**config.mk**
```make
export PLATFORM = sky130hd
export DESIGN_NAME = guard_timer
export DESIGN_NICKNAME = d
export VERILOG_FILES = /design/src/rtl/gt_pkg.sv /design/src/rtl/gt_feed.sv /design/src/rtl/gt_count.sv /design/src/rtl/guard_timer.sv
export SDC_FILE = /design/constraint.sdc
export NUM_CORES = 1
export LEC_CHECK = 0
export ABC_AREA = 1
export BUFFER_PORTS_ARGS = -buffer_cell sky130_fd_sc_hd__buf_2
export CORE_ASPECT_RATIO = 0.75
export CORE_MARGIN = 5
export CORE_UTILIZATION = 39
export DETAILED_ROUTE_END_ITERATION = 12
export PLACE_DENSITY = 0.55
export SYNTH_ARGS = -nofsm -noshare
export SYNTH_HDL_FRONTEND = slang
export SYNTH_SLANG_ARGS = --single-unit
export TNS_END_PERCENT = 5
```
**constraint.sdc**
```tcl
create_clock -name clk -period 2.2 [get_ports clk]
set_clock_uncertainty 0.1 [all_clocks]
set_input_delay 0.44 -clock clk [delete_from_list [all_inputs] [get_ports clk]]
set_output_delay 0.44 -clock clk [all_outputs]
set_load 0.01 [all_outputs]
```
**src/rtl/gt_pkg.sv**
```systemverilog
package gt_pkg;
   localparam int MB_EN   = 0;
   localparam int MB_RSEL = 1;
   localparam int MB_TOF  = 2;
   localparam int MB_WAKE = 3;

   localparam int OFS_MODE  = 'h0;
   localparam int OFS_CONST = 'h4;
   localparam int OFS_FEED  = 'h8;
   localparam int OFS_COUNT = 'hC;

   localparam int FEED_FIRST  = 'hAA;
   localparam int FEED_SECOND = 'h55;

   typedef enum logic {
      FS_IDLE      = 1'b0,
      FS_GOT_FIRST = 1'b1
   } feed_state_t;
endpackage

```
**src/rtl/gt_feed.sv**
```systemverilog
module gt_feed
   import gt_pkg::*;
#(
   parameter int DATA_W = 32
) (
   input  logic              clk,
   input  logic              rst_n,
   input  logic              wr_feed_i,
   input  logic [DATA_W-1:0] data_i,
   input  logic              en_i,
   output logic              good_o,
   output logic              bad_o
);
   feed_state_t st_q;
   logic is_first, is_second, opens;

   assign is_first  = (data_i == DATA_W'(FEED_FIRST));
   assign is_second = (data_i == DATA_W'(FEED_SECOND));
   assign opens     = (st_q == FS_IDLE) && is_first;

   assign good_o = wr_feed_i && (st_q == FS_GOT_FIRST) && is_second;
   assign bad_o  = wr_feed_i && en_i && !opens && !good_o;

   always_ff @(posedge clk or negedge rst_n) begin
      if (!rst_n) begin
         st_q <= FS_IDLE;
      end else if (wr_feed_i) begin
         st_q <= opens ? FS_GOT_FIRST : FS_IDLE;
      end
   end
endmodule

```
**src/rtl/gt_count.sv**
```systemverilog
module gt_count #(
   parameter int CNT_W     = 32,
   parameter int DIV_TOTAL = 8,
   parameter int RST_VAL   = 255
) (
   input  logic             clk,
   input  logic             rst_n,
   input  logic             run_i,
   input  logic             load_i,
   input  logic [CNT_W-1:0] load_val_i,
   output logic [CNT_W-1:0] cnt_o,
   output logic             expire_o
);
   logic [CNT_W-1:0] cnt_q;
   logic             at_last;

   generate
      if (DIV_TOTAL < 1) begin : g_bad
         $error("DIV_TOTAL must be at least 1");
      end
      if (DIV_TOTAL == 1) begin : g_nodiv
         assign at_last = 1'b1;
      end else begin : g_div
         localparam int DW = $clog2(DIV_TOTAL);
         localparam logic [DW-1:0] LAST = DW'(DIV_TOTAL - 1);
         logic [DW-1:0] div_q;
         assign at_last = (div_q == LAST);
         always_ff @(posedge clk or negedge rst_n) begin
            if (!rst_n)                div_q <= '0;
            else if (load_i)           div_q <= '0;
            else if (run_i && at_last) div_q <= '0;
            else if (run_i)            div_q <= div_q + 1'b1;
         end
      end
   endgenerate

   assign expire_o = run_i && !load_i && at_last && (cnt_q == '0);
   assign cnt_o    = cnt_q;

   always_ff @(posedge clk or negedge rst_n) begin
      if (!rst_n)                cnt_q <= CNT_W'(RST_VAL);
      else if (load_i)           cnt_q <= load_val_i;
      else if (expire_o)         cnt_q <= load_val_i;
      else if (run_i && at_last) cnt_q <= cnt_q - 1'b1;
   end

   assert_hold_unarmed_R5: assert property (@(posedge clk) disable iff (!rst_n)
      (!run_i && !load_i) |=> $stable(cnt_q));
endmodule

```
**src/rtl/guard_timer.sv**
```systemverilog
module guard_timer
   import gt_pkg::*;
#(
   parameter int DATA_W    = 32,
   parameter int ADDR_W    = 4,
   parameter int CONST_MIN = 255,
   parameter int PRE_DIV   = 2,
   parameter int DEC_TICKS = 4
) (
   input  logic              clk,
   input  logic              rst_n,
   input  logic              bus_valid,
   input  logic              bus_write,
   input  logic [ADDR_W-1:0] bus_addr,
   input  logic [DATA_W-1:0] bus_wdata,
   output logic [DATA_W-1:0] bus_rdata,
   output logic              irq_o,
   output logic              sys_rst_req_o
);
   localparam int DIV_TOTAL = PRE_DIV * DEC_TICKS;
   localparam logic [DATA_W-1:0] FLOOR = DATA_W'(CONST_MIN);

   generate
      if (DATA_W < 9)  begin : g_chk_dw $error("DATA_W too small"); end
      if (ADDR_W < 4)  begin : g_chk_aw $error("ADDR_W too small"); end
      if (PRE_DIV < 1 || DEC_TICKS < 1) begin : g_chk_div $error("divider must be positive"); end
   endgenerate

   logic              en_q, rsel_q, tof_q, wake_q, armed_q, req_q;
   logic [DATA_W-1:0] tc_q, cnt;
   logic              wr, wr_mode, wr_const, wr_feed;
   logic              feed_good, feed_bad, expire, evt, run;

   assign wr       = bus_valid && bus_write;
   assign wr_mode  = wr && (bus_addr == ADDR_W'(OFS_MODE));
   assign wr_const = wr && (bus_addr == ADDR_W'(OFS_CONST));
   assign wr_feed  = wr && (bus_addr == ADDR_W'(OFS_FEED));

   gt_feed #(.DATA_W(DATA_W)) i_feed (
      .clk(clk), .rst_n(rst_n), .wr_feed_i(wr_feed), .data_i(bus_wdata),
      .en_i(en_q), .good_o(feed_good), .bad_o(feed_bad));

   assign run = en_q && armed_q;

   gt_count #(.CNT_W(DATA_W), .DIV_TOTAL(DIV_TOTAL), .RST_VAL(CONST_MIN)) i_count (
      .clk(clk), .rst_n(rst_n), .run_i(run), .load_i(feed_good),
      .load_val_i(tc_q), .cnt_o(cnt), .expire_o(expire));

   assign evt = expire || feed_bad;

   always_ff @(posedge clk or negedge rst_n) begin
      if (!rst_n) begin
         en_q    <= 1'b0;
         rsel_q  <= 1'b0;
         tof_q   <= 1'b0;
         wake_q  <= 1'b0;
         armed_q <= 1'b0;
         req_q   <= 1'b0;
         tc_q    <= FLOOR;
      end else begin
         if (wr_mode && bus_wdata[MB_EN]) en_q <= 1'b1;
         if (wr_mode) rsel_q <= bus_wdata[MB_RSEL];
         if (evt) tof_q <= 1'b1;
         else if (wr_mode && !bus_wdata[MB_TOF]) tof_q <= 1'b0;
         if (evt) wake_q <= 1'b1;
         if (feed_good && en_q) armed_q <= 1'b1;
         req_q <= evt && rsel_q;
         if (wr_const) tc_q <= (bus_wdata < FLOOR) ? FLOOR : bus_wdata;
      end
   end

   always_comb begin
      bus_rdata = '0;
      case (bus_addr)
         ADDR_W'(OFS_MODE): begin
            bus_rdata[MB_EN]   = en_q;
            bus_rdata[MB_RSEL] = rsel_q;
            bus_rdata[MB_TOF]  = tof_q;
            bus_rdata[MB_WAKE] = wake_q;
         end
         ADDR_W'(OFS_CONST): bus_rdata = tc_q;
         ADDR_W'(OFS_COUNT): bus_rdata = cnt;
         default:            bus_rdata = '0;
      endcase
   end

   assign irq_o         = wake_q;
   assign sys_rst_req_o = req_q;

   assert_en_sticky_R4: assert property (@(posedge clk) disable iff (!rst_n)
      en_q |=> en_q);
   assert_wake_sticky_R8: assert property (@(posedge clk) disable iff (!rst_n)
      wake_q |=> wake_q);
   assert_req_needs_sel_R9: assert property (@(posedge clk) disable iff (!rst_n)
      sys_rst_req_o |-> ($past(rsel_q) && wake_q));
   assert_tc_floor_R3: assert property (@(posedge clk) disable iff (!rst_n)
      tc_q >= FLOOR);
   assert_tof_on_wake_R7: assert property (@(posedge clk) disable iff (!rst_n)
      $rose(wake_q) |-> tof_q);
endmodule

```
==> results.md <==
* Crit path arrival time at 1.63 ns
* Via count at 4988
* Worst setup path startpoint: bus_addr[1]
* Met3 WL post-DR at 1020 um
* Hold_sp: bus_wdata[31]
* Cells after DPL at 970
* Postcts setup bufs at 0
* DR vias/cell at 5.05
* Reg2Reg Setup Slack at 0.14 ns
* Crit path required time at 1.66 ns
* Leak at 0.00291 uW
* Initial DRC Count at 461
* Clk buf depth at 2
* Ant diodes at 0
* Clock transition at the registers of the reported paths at 0.06 ns
* Hold Path Stages at 3
* Max-Cap Viols at 0
* GRT Util Overall at 0.210
* ANT nets after route at 0
* Total CTS buffers at 9
* Critical Path Fanout Max at 13
* Commonest non-fill, non-tap cells in the layout: nand2_1 (201), nor2_1 (110), inv_1 (90), buf_2 (72), nand3_1 (63)
* FF-to-FF path depth at 11
* FF/Latch Area at 1870 um^2
* Antenna violations before repair at 0
* Root Driver: clkbuf_16
* Cell Area, Synth at 4970 um^2
* Net count after synthesis at 765
* Final setup violation count at 0
* Port Buf Inserts at 73
* First-pass DRT Iterations at 5
* Clock Latency Late Sink at 0.34 ns
* Tcrit/Tclk final at 0.986
* Worst hold path type: primary input to flop
* First-pass GRT wire length at 25300 um
* WHS Endpoint: tc_q[31]
* FF-to-FF End: i_count.cnt_o[28]
* Total grt overflow at 0
* CP endpoint kind: output pin
* Layout cells sized above 1 at 0.222
* Core area at 12400 um^2
* Crit path kind: primary input to output pin
* Max_slew headroom at 0.455
* Post-synthesis cell type count at 34
* H-tree depth at 3
* Slew Limit Fails at 0
* P&R area growth vs syn at 22.5%
* CTS tree: built
* Initial Utilization at 0.401
* Fmax at 461 MHz
* Syn Inst Count at 722
* DRC violations left at 0
* Placer Congestion at 0.886
* Status: finished clean
* Commonest non-fill, non-tap cell in the layout: nand2_1
* Startpoint types: primary input
* DP Worst Slack at 0.00984 ns
* Peak supply drop at 0.351 mV
* Met2 WL at 6530 um
* Uppermost layer routed: met4
* Seq/Total Area, Yosys at 0.377
* Post-route minimum period at 2.17 ns
* Rows at 35
* Area of the multi-input gates at 2590 um^2
* #FFs+latches synth at 74
* Die Wd at 140 um
* Hpwl dp at 12000 um
* PwrDens at 598 nW/um^2
* Yosys warnings at 0
* Clk sinks at 74
* Finished Layout Cells at 987
* RSZ-0062 raised after global routing: true
* Number of global-route vias before repair at 4853
* Metal-1 WL at 7860 um
* Fin. Hold Viols at 0
* Pin count of the biggest net entering global routing at 49
* Worst slew pin tran at 0.810 ns
* Die Ht at 108 um
* Total wire length at 15600 um
* # fillers at 1288
* Final WS setup at 0.0308 ns
* DR WL/cell at 15.8 um
* Total Die Area at 15100 um^2
* Net count, final at 859
* Mean post-synth cell area at 6.88 um^2
* FF-to-FF Start: i_count.cnt_o[0]
* Top Ports at 74
==> critical path: stages <==
cell and delay, ns:
buf_2 0.09, nor2_1 0.13, inv_1 0.10, nor3_2 0.19, inv_1 0.09, buf_4 0.20
o221ai_1 0.20, buf_2 0.18
==> report_power, final <==
| part | total [uW] | internal, uW | leakage, uW | switching [uW] |
|---|---|---|---|---|
| clock | 1620 | 1020 | 0.000156 | 604 |
| combinational | 449 | 157 | 0.00198 | 292 |
| sequential | 1560 | 1520 | 0.000768 | 41.5 |
| total | 3640 | 2700 | 0.00291 | 937 |
==> routing by layer <==
| layer | vias up | global-route usage |
|---|---|---|
| li1 | 2484 | - |
| met1 | 2334 | 0.315 |
| met2 | 158 | 0.306 |
| met3 | 12 | 0.0457 |
| met4 | 0 | 0.0450 |
| met5 | - | 0 |
==> registers in the layout, indices dropped and copies added, names as in the netlist <==
| register | cells |
|---|---|
| armed_q | 1 |
| en_q | 1 |
| i_count.cnt_o | 32 |
| i_count.g_div.div_q | 3 |
| i_feed.st_q | 1 |
| irq_o | 1 |
| rsel_q | 1 |
| sys_rst_req_o | 1 |
| tc_q | 32 |
| tof_q | 1 |
==> synth_stat cells <==
cell type,instances,share of area
inv_1,90,0.068
o21bai_1,4,0.0060
dfstp_2,16,0.085
xor2_1,17,0.030
a21oi_1,3,0.0030
buf_2,2,0.0020
a21boi_0,1,0.0015
clkbuf_1,12,0.0091
nand2_4,3,0.0068
o21bai_2,8,0.018
nand2_1,201,0.15
o22ai_1,27,0.034
nand3b_1,2,0.0030
nand3_1,63,0.063
ha_1,3,0.0076
nor2_2,12,0.015
a22oi_1,8,0.012
nor2_1,110,0.083
xnor2_1,1,0.0018
o31ai_1,1,0.0015
nand4_1,6,0.0076
dfrtp_1,58,0.29
nand2_2,5,0.0063
o21ai_1,1,0.0010
buf_8,2,0.0060
o21ai_0,38,0.038
o211ai_1,1,0.0015
nor3_2,1,0.0020
buf_6,8,0.018
nor2_4,3,0.0068
o221ai_1,4,0.0070
buf_4,2,0.0030
nor3_1,4,0.0040
inv_2,5,0.0038
==> layout make-up <==
class                      instances  share of cell area
sequential                        74               0.307
timing repair buffer             109               0.122
clock buffer                      11              0.0399
inverter                          95              0.0586
clock inverter                     5              0.0127
tap                              166              0.0341
multi-input combinational        527               0.426
==> cell families after synthesis <==
kind of cell | synth area share
DFF | 0.377
adders and majority gates | 0.00755
and+or+nand+nor | 0.350
xor gates and xnor gates | 0.0317
AOI/OAI and AO/OA | 0.124
buffers and inverters | 0.110
==> what timing repair did <==
item / CTS / global route
resized for setup: 1 / 7
hold buffers: 1 / 0
hold endpoints to repair: 20 / 0
setup endpoints to repair: 1 / 32
==> worst max path at each step <==
stage,cells past startpoint,slack (ns),end
after global placement,8,0.04,bus_rdata[27]
after detailed placement,8,0.01,bus_rdata[26]
after CTS,8,0.002,bus_rdata[26]
after floorplan,6,0.20,bus_rdata[0]
after global routing,8,-0.04,bus_rdata[27]
final,8,0.03,bus_rdata[1]
==> through the flow <==
stage | utilization | cell area [um^2] | hold slack (ns) | power, uW | TNS, ns
floorplan | - | 4970 | 0.0444 | 1820 | 0
global placement | 0.461 | 5720 | 0.343 | 2020 | 0
detailed placement | 0.461 | 5720 | 0.344 | 2030 | 0
CTS | 0.488 | 6050 | 0.212 | 3670 | 0
global route | 0.491 | 6090 | 0.229 | 3790 | -0.275
finish | 0.491 | 6090 | 0.219 | 3640 | 0
(Power assumes the default switching activity.)
